$ cat config.mk
export PLATFORM = sky130hd
export DESIGN_NAME = eeprom_page_writer
export DESIGN_NICKNAME = d
export VERILOG_FILES = /design/src/rtl/eeprom_page_writer.sv
export SDC_FILE = /design/constraint.sdc
export NUM_CORES = 1
export LEC_CHECK = 0
export ABC_AREA = 1
export BUFFER_PORTS_ARGS = -buffer_cell sky130_fd_sc_hd__buf_2
export CORE_ASPECT_RATIO = 0.6
export CORE_UTILIZATION = 45
export DETAILED_ROUTE_END_ITERATION = 10
export PLACE_DENSITY_LB_ADDON = 0.12
export SKIP_CTS_REPAIR_TIMING = 1
export SLEW_MARGIN = 20
export SYNTH_ARGS = -nofsm -noshare
export SYNTH_HDL_FRONTEND = slang
export SYNTH_SLANG_ARGS = --single-unit
$ cat constraint.sdc
create_clock -name clk -period 2.3 [get_ports clk]
set_input_delay 0.46 -clock clk [delete_from_list [all_inputs] [get_ports clk]]
set_output_delay 0.46 -clock clk [all_outputs]
set_load 0.02 [all_outputs]
$ cat src/rtl/eeprom_page_writer.sv
module eeprom_page_writer #(
  parameter int CLK_PERIOD_NS = 10,
  parameter int ADDR_W        = 15,
  parameter int DATA_W        = 8,
  parameter int CNT_W         = 8,
  parameter int PAGE_BYTES    = 64,
  parameter int T_WP_NS       = 100,
  parameter int T_DS_NS       = 50,
  parameter int T_AH_NS       = 50,
  parameter int T_BLC_NS      = 100000,
  parameter int T_WC_NS       = 5000000,
  parameter int T_INIT_NS     = 10000000
) (
  input  logic              clk,
  input  logic              rst_n,
  input  logic              start,
  input  logic [CNT_W-1:0]  count,
  input  logic              in_valid,
  input  logic [ADDR_W-1:0] in_addr,
  input  logic [DATA_W-1:0] in_data,
  output logic              in_ready,
  output logic [ADDR_W-1:0] ee_addr,
  output logic [DATA_W-1:0] ee_data,
  output logic              ee_ce_n,
  output logic              ee_oe_n,
  output logic              ee_we_n,
  output logic              busy,
  output logic              done
);

  function automatic int to_cyc(int ns);
    int c;
    c = (ns + CLK_PERIOD_NS - 1) / CLK_PERIOD_NS;
    return (c < 1) ? 1 : c;
  endfunction

  function automatic int max2(int a, int b);
    return (a > b) ? a : b;
  endfunction

  localparam int LOW_CYC  = max2(to_cyc(T_WP_NS), max2(to_cyc(T_DS_NS), to_cyc(T_AH_NS)));
  localparam int BLC_CYC  = to_cyc(T_BLC_NS);
  localparam int GAP_MAX  = max2(1, BLC_CYC - 2);
  localparam int WC_CYC   = to_cyc(T_WC_NS);
  localparam int INIT_CYC = to_cyc(T_INIT_NS);
  localparam int PB       = $clog2(PAGE_BYTES);
  localparam int PG_W     = ADDR_W - PB;

  typedef enum logic [2:0] {S_INIT, S_IDLE, S_WAIT, S_LOW, S_HIGH, S_WC} st_t;

  st_t             st;
  logic [31:0]     timer;
  logic [31:0]     gap;
  logic [CNT_W-1:0] rem;
  logic            first;
  logic [PG_W-1:0] page;

  logic same_page, gap_ok, accept, close_page;

  assign same_page  = in_addr[ADDR_W-1:PB] == page;
  assign gap_ok     = gap < 32'(GAP_MAX);
  assign in_ready   = (st == S_WAIT) && (first || (gap_ok && same_page));
  assign accept     = in_valid && in_ready;
  assign close_page = (st == S_WAIT) && !first && !accept &&
                      (!gap_ok || (in_valid && !same_page));

  assign ee_we_n = (st != S_LOW);
  assign ee_ce_n = !((st == S_WAIT) || (st == S_LOW) || (st == S_HIGH));
  assign ee_oe_n = 1'b1;
  assign busy    = (st != S_IDLE);

  always_ff @(posedge clk) begin
    if (!rst_n) begin
      st      <= S_INIT;
      timer   <= 32'(INIT_CYC);
      gap     <= '0;
      rem     <= '0;
      first   <= 1'b1;
      page    <= '0;
      ee_addr <= '0;
      ee_data <= '0;
      done    <= 1'b0;
    end else begin
      done <= 1'b0;
      case (st)
        S_INIT: begin
          if (timer <= 32'd1) st <= S_IDLE;
          else timer <= timer - 32'd1;
        end
        S_IDLE: begin
          if (start && (count != '0)) begin
            rem   <= count;
            first <= 1'b1;
            gap   <= '0;
            st    <= S_WAIT;
          end
        end
        S_WAIT: begin
          if (accept) begin
            ee_addr <= in_addr;
            ee_data <= in_data;
            page    <= in_addr[ADDR_W-1:PB];
            rem     <= rem - 1'b1;
            first   <= 1'b0;
            timer   <= 32'(LOW_CYC);
            st      <= S_LOW;
          end else if (close_page) begin
            timer <= 32'(WC_CYC);
            st    <= S_WC;
          end else if (!first) begin
            gap <= gap + 32'd1;
          end
        end
        S_LOW: begin
          if (timer <= 32'd1) st <= S_HIGH;
          else timer <= timer - 32'd1;
        end
        S_HIGH: begin
          gap <= '0;
          if (rem == '0) begin
            timer <= 32'(WC_CYC);
            st    <= S_WC;
          end else begin
            st <= S_WAIT;
          end
        end
        S_WC: begin
          if (timer <= 32'd1) begin
            if (rem == '0) begin
              st   <= S_IDLE;
              done <= 1'b1;
            end else begin
              first <= 1'b1;
              gap   <= '0;
              st    <= S_WAIT;
            end
          end else begin
            timer <= timer - 32'd1;
          end
        end
        default: st <= S_IDLE;
      endcase
    end
  end

endmodule

**After elaboration in Yosys (flattened, before gate mapping)**

Index checks and enable logic that the tools add are counted.
Widths: inputs -> output; s select.

- Input port bits: 35
- Bits in registers: 109
- Output and inout bits: 29
- Word-level logic and storage cells: 96

- Mux-type cells: 30
- $add $sub $neg: 3
- Equal/unequal tests: 20
- Order comparisons: 2
- Reductions and logical operators: 32

Operators by type and width:

| kind | number |
|---|---|
| $mux 32 | 10 |
| $pmux 32 s4 | 1 |
| $pmux 32 s3 | 1 |
| $add 32x1->32 const B | 1 |
| $le 32x1->1 const B | 1 |
| $lt 32x14->1 const B | 1 |
| $sub 32x1->32 const B | 1 |
| $mux 3 | 7 |
| $ne 2x2->1 const B | 9 |
| $pmux 3 s6 | 1 |
| $mux 8 | 2 |
| $pmux 8 s2 | 1 |
| $reduce_and 5->1 | 2 |
| $eq 9x9->1 | 1 |
| $logic_and 1x1->1 | 8 |
| $logic_not 8->1 | 1 |
| $reduce_bool 8->1 | 1 |
| $sub 8x1->8 const B | 1 |
| $reduce_and 7->1 | 1 |
| $eq 3x2->1 const B | 2 |
| $eq 3x3->1 const B | 2 |
| $reduce_and 3->1 | 2 |
| $reduce_bool 3->1 | 2 |
| $logic_not 1->1 | 5 |
| other kinds (15) | 23 |

**Logic depth before layout (Yosys ltp)**

- Depth after elaboration: 11
- Mapped depth: 16
- Mapped depth without buffers: 15

**Worst setup path before layout**

OpenSTA, ideal clock, no wires.

- Path kind: register to register
- Start: reg timer[0]
- End: reg timer[13]
- Period minus slack after synthesis: 1.856 ns
- Setup slack: 0.444 ns
- Library setup time: 0.113 ns
- Path buffers: 2
- Arrival time: 1.743 ns
- Required time: 2.187 ns
- Cell stages (with the launch flop): 16
- Path through: dfxtp_1 -> inv_1 -> ha_1 -> inv_1 -> nand2_1 -> nand2_1 -> nor2_1 -> nand3_1 -> or2_1 -> nand2_1 -> a21oi_2 -> nand2_2 -> buf_6 -> buf_6 -> nor2_1 -> nor2_1

- Cells in the longest elaborated chain, start to end: 3
- Elaborated cells between the ends (all ways): 6
- Classes of those cells: 1 x add/sub; 1 x order compare; 1 x eq/ne; 2 x mux; 1 x reduce/logical

Ends and longest elaborated chain:

| item | RTL line | RTL |
|---|---|---|
| from (decl) | 52 | `logic [31:0] timer;` |
| from (signal assigned) | 75 | `timer <= 32'(INIT_CYC);` |
| from (signal assigned) | 88 | `else timer <= timer - 32'd1;` |
| from (signal assigned) | 105 | `timer <= 32'(LOW_CYC);` |
| $sub 32x1->32 / $le 32x1->1 (equally long branches) | -- |  |
| $mux 32 / $ne 2x2->1 (equally long branches) | -- |  |
| $pmux 32 s3 / $reduce_and 4->1 (equally long branches) | -- |  |

Several ways; a longest one is shown, not always the timed one. The select of a mux whose other input is x is not followed.
A chain may end at the register's enable or synchronous reset.

**Final worst setup path**

- Start: reg gap[11]
- End: out in_ready

- Cells in the longest elaborated chain, start to end: 4

Ends and longest elaborated chain:

| item | RTL line | RTL |
|---|---|---|
| from (decl) | 53 | `logic [31:0] gap;` |
| from (signal assigned) | 111 | `gap <= gap + 32'd1;` |
| $lt 32x14->1 | 61 | `assign gap_ok = gap < 32'(GAP_MAX);` |
| $logic_and 1x1->1 | 62 | `assign in_ready = (st == S_WAIT) && (first \|\| (gap_ok && same_page));` |
| $logic_or 1x1->1 | 62 |  |
| $logic_and 1x1->1 | 62 |  |
| to (decl) | 21 | `output logic in_ready,` |

Every way passes these cells.

==> results.yml <==
run_status:
  status: "completed"
clocking:
  cts_buffer_depth: 2
  clk_latency_ns: 0.35
  cts_root_buf: "clkbuf_16"
  cts.sinks: 100
  h-tree-depth: 3
  cts_buffers: 9
  path_clk_slew_ns: 0.07
  cts_tree: "yes"
yosys:
  syn_inst: 892
  synth_cell_types: 34
  synth_edf_count: 0
  ys.warnings.count: 0
  synth.most_common_cell: "nor2_1"
  avgSynthCellArea_um2: 6.33
  syn_nets: 931
  synth.top_cell.area_share_pct: 35.5
  synth.cells.most_frequent: "221 x nor2_1, 208 x nand2_1, 100 x dfxtp_1, 67 x inv_1, 63 x nand3_1"
  postSynthRegisterBits: 100
  ys_seq_area_share_pct: 35.5
  synthArstFlopShare_pct: 0
  synthTopCellsByArea: "dfxtp_1 35%, nor2_1 15%, nand2_1 14%, nand3_1 5.6%, xor2_1 4.7%"
  ys_dominant_reg_cell: "dfxtp_1"
  synth_area_mm2: 0.00564
  synth_top_area_cell: "dfxtp_1"
global_routing:
  grt-ovfl-total: 0
  antenna_found_initial: 0
  grt_max_degree: 49
  grt_pass1_vias: 4866
  grt_use_total_pct: 22.7
  grt_pass1_wl_um: 23700
run:
  maxCapViolCount: 0
routing:
  vias: 5521
  wl_per_cell_um: 12.5
  drt_wl_total_um: 14000
  drc_errors: 0
  dr.pass1.iters: 7
  first_iter_violations: 428
  ant_nets: 0
  viasPerCell: 4.92
final_layout:
  n_antenna_cell: 0
  final_util_pct: 53.5
  syn2layout_area_growth_pct: 15.1
  fin_nets: 991
  layout-drive-gt1-share_pct: 13.8
power:
  p_per_area_mw_per_mm2: 1120
  ir_drop_mv: 0.574
  p_leak_nw: 2.86
worst_setup_path:
  cpMostUsedCell: "nand2_2"
  cp-start-kind: "register"
  crit_family: "simple AND/OR/NAND/NOR gates"
  worst_setup_path_end_kind: "output pin"
  crit_fanout: 5
  regToRegEndpoint: "timer[1]"
  r2r_cells: 12
  cp_cell_sequence: "inv_1 -> nand2_1 -> nor2_1 -> nand3_1 -> nand2_2 -> nor2_4 -> nand2_2 -> nand2_2 -> nand2_2 -> inv_1 -> buf_6"
  cp.buffers_inverters: 3
  worst_ep_required_time_ns: 1.84
  cp.arrival_ns: 1.70
  timing.rr.start: "rem[0]"
  crit_type: "reg2out"
  crit_slowest_cell: "dfxtp_1"
  r2r_slack_ns: 0.18
  cpPeakStageDelay_ns: 0.42
timing:
  fin_skew_ns: 0.0102
  fmax_ghz: 0.464
  finalSetupViolations: 0
  hold_viol: 0
  timing.final.crit_period_ns: 2.16
  rsz0062_at_grt: "yes"
  hold_ws_ns: 0.363
  slew_viol_final: 0
  finalCritPeriodShare_pct: 93.8
placed_design:
  io_buffers: 62
  gp_congestion: 0.890
  place_hpwl_um: 10100
floorplan:
  io_pins: 64
  core-area_mm2: 0.0121
  die_height_um: 88.8
  rows: 31
  dieArea_mm2: 0.0130
  die_x_um: 147
  initial_core_util_pct: 46.5
min_path:
  hold_end: "ee_addr[4]"
  worstHoldStart: "in_addr[4]"
  holdPathStages: 3
  hold_class: "in2reg"
[state kept, by name (all words and copies together), names as in the netlist]
signal	cells
done	1
ee_data	8
timer	32
first	1
rem	8
st	3
ee_addr	15
gap	32
[logic make-up (layout without fill, tap and decap cells)]
kind of cell | Yosys count | after routing | share of synthesized area (%)
flops | 100 | 100 | 35.5
simple gates | 549 | 549 | 40.7
buf+inv | 114 | 179 | 8.91
xor+xnor | 39 | 39 | 6.05
other cells | 1 | 1 | 0.0664
fa+ha+maj | 4 | 4 | 0.887
compound gates | 85 | 85 | 7.87
[metrics by stage]
| stage | worst slack [ns] | TNS, ns | total power [W] | std cells | area, um^2 |
|---|---|---|---|---|---|
| floorplan | 0.444 | 0 | 0.00480 | 892 | 5640 |
| global placement | 0.231 | 0 | 0.00558 | 1102 | 6120 |
| detailed placement | 0.201 | 0 | 0.00559 | 1102 | 6120 |
| CTS | -0.00783 | -0.00783 | 0.00723 | 1118 | 6440 |
| global route | -0.0532 | -0.299 | 0.00785 | 1122 | 6500 |
| finish | 0.143 | 0 | 0.00728 | 1122 | 6500 |
[where the power goes]
part           switching [W]  internal (W)  leakage [nW]
Clock               0.000641      0.000982         0.153
Sequential          0.000252       0.00200         0.813
Combinational        0.00224       0.00116          1.89
[layer usage]
layer / track usage, % / up-vias / wire (um) / share of wire, %
met1: 33.8 / 2461 / 7810 / 56
met4: 5.68 / 0 / 134 / 0.96
met2: 33.0 / 122 / 5390 / 39
met5: 0 / - / 0 / 0
met3: 4.59 / 11 / 640 / 4.6
li1: - / 2927 / - / -
[cell usage in the layout (no fill, tap or decap), drive strengths merged]
cell | synthesis | layout
or2 | 4 | 4
clkinv | 2 | 3
o21ai | 40 | 40
dfxtp | 100 | 100
o31ai | 1 | 1
nand2 | 211 | 211
xnor2 | 9 | 9
nand3b | 5 | 5
clkinvlp | 0 | 1
a21boi | 1 | 1
conb | 1 | 1
bufinv | 0 | 2
clkbuf | 17 | 12
xor2 | 30 | 30
buf | 20 | 86
o211ai | 2 | 2
inv | 75 | 75
nor3 | 18 | 18
nand4 | 19 | 19
a21oi | 41 | 41
nand3 | 65 | 65
nor2 | 227 | 227
ha | 4 | 4
[worst max-delay path by stage]
stage / end / from / depth (start not counted) / slack, ns
detailed placement: first / in_addr[6] / 12 / 0.20
global placement: first / in_addr[6] / 12 / 0.23
global route: timer[5] / rem[0] / 13 / -0.05
finish: in_ready / gap[11] / 11 / 0.14
CTS: in_ready / gap[30] / 10 / -0.008
floorplan: timer[13] / timer[0] / 15 / 0.44
[worst min-delay path: stages]
cell     delay, ns
buf_2         0.07
o21ai_0       0.07
nor2_1        0.07
[final cells by class]
| cell class | count | area (um^2) |
|---|---|---|
| fillers | 1236 | 5640 |
| multi-input cells | 678 | 3160 |
| flip-flops and latches | 100 | 2000 |
| repair buffers | 86 | 526 |
| inverters | 77 | 289 |
| clock buffers | 12 | 246 |
| well taps | 165 | 206 |
| clock inverters | 4 | 72.6 |
No activity file was read; power rests on OpenSTA's default activity.
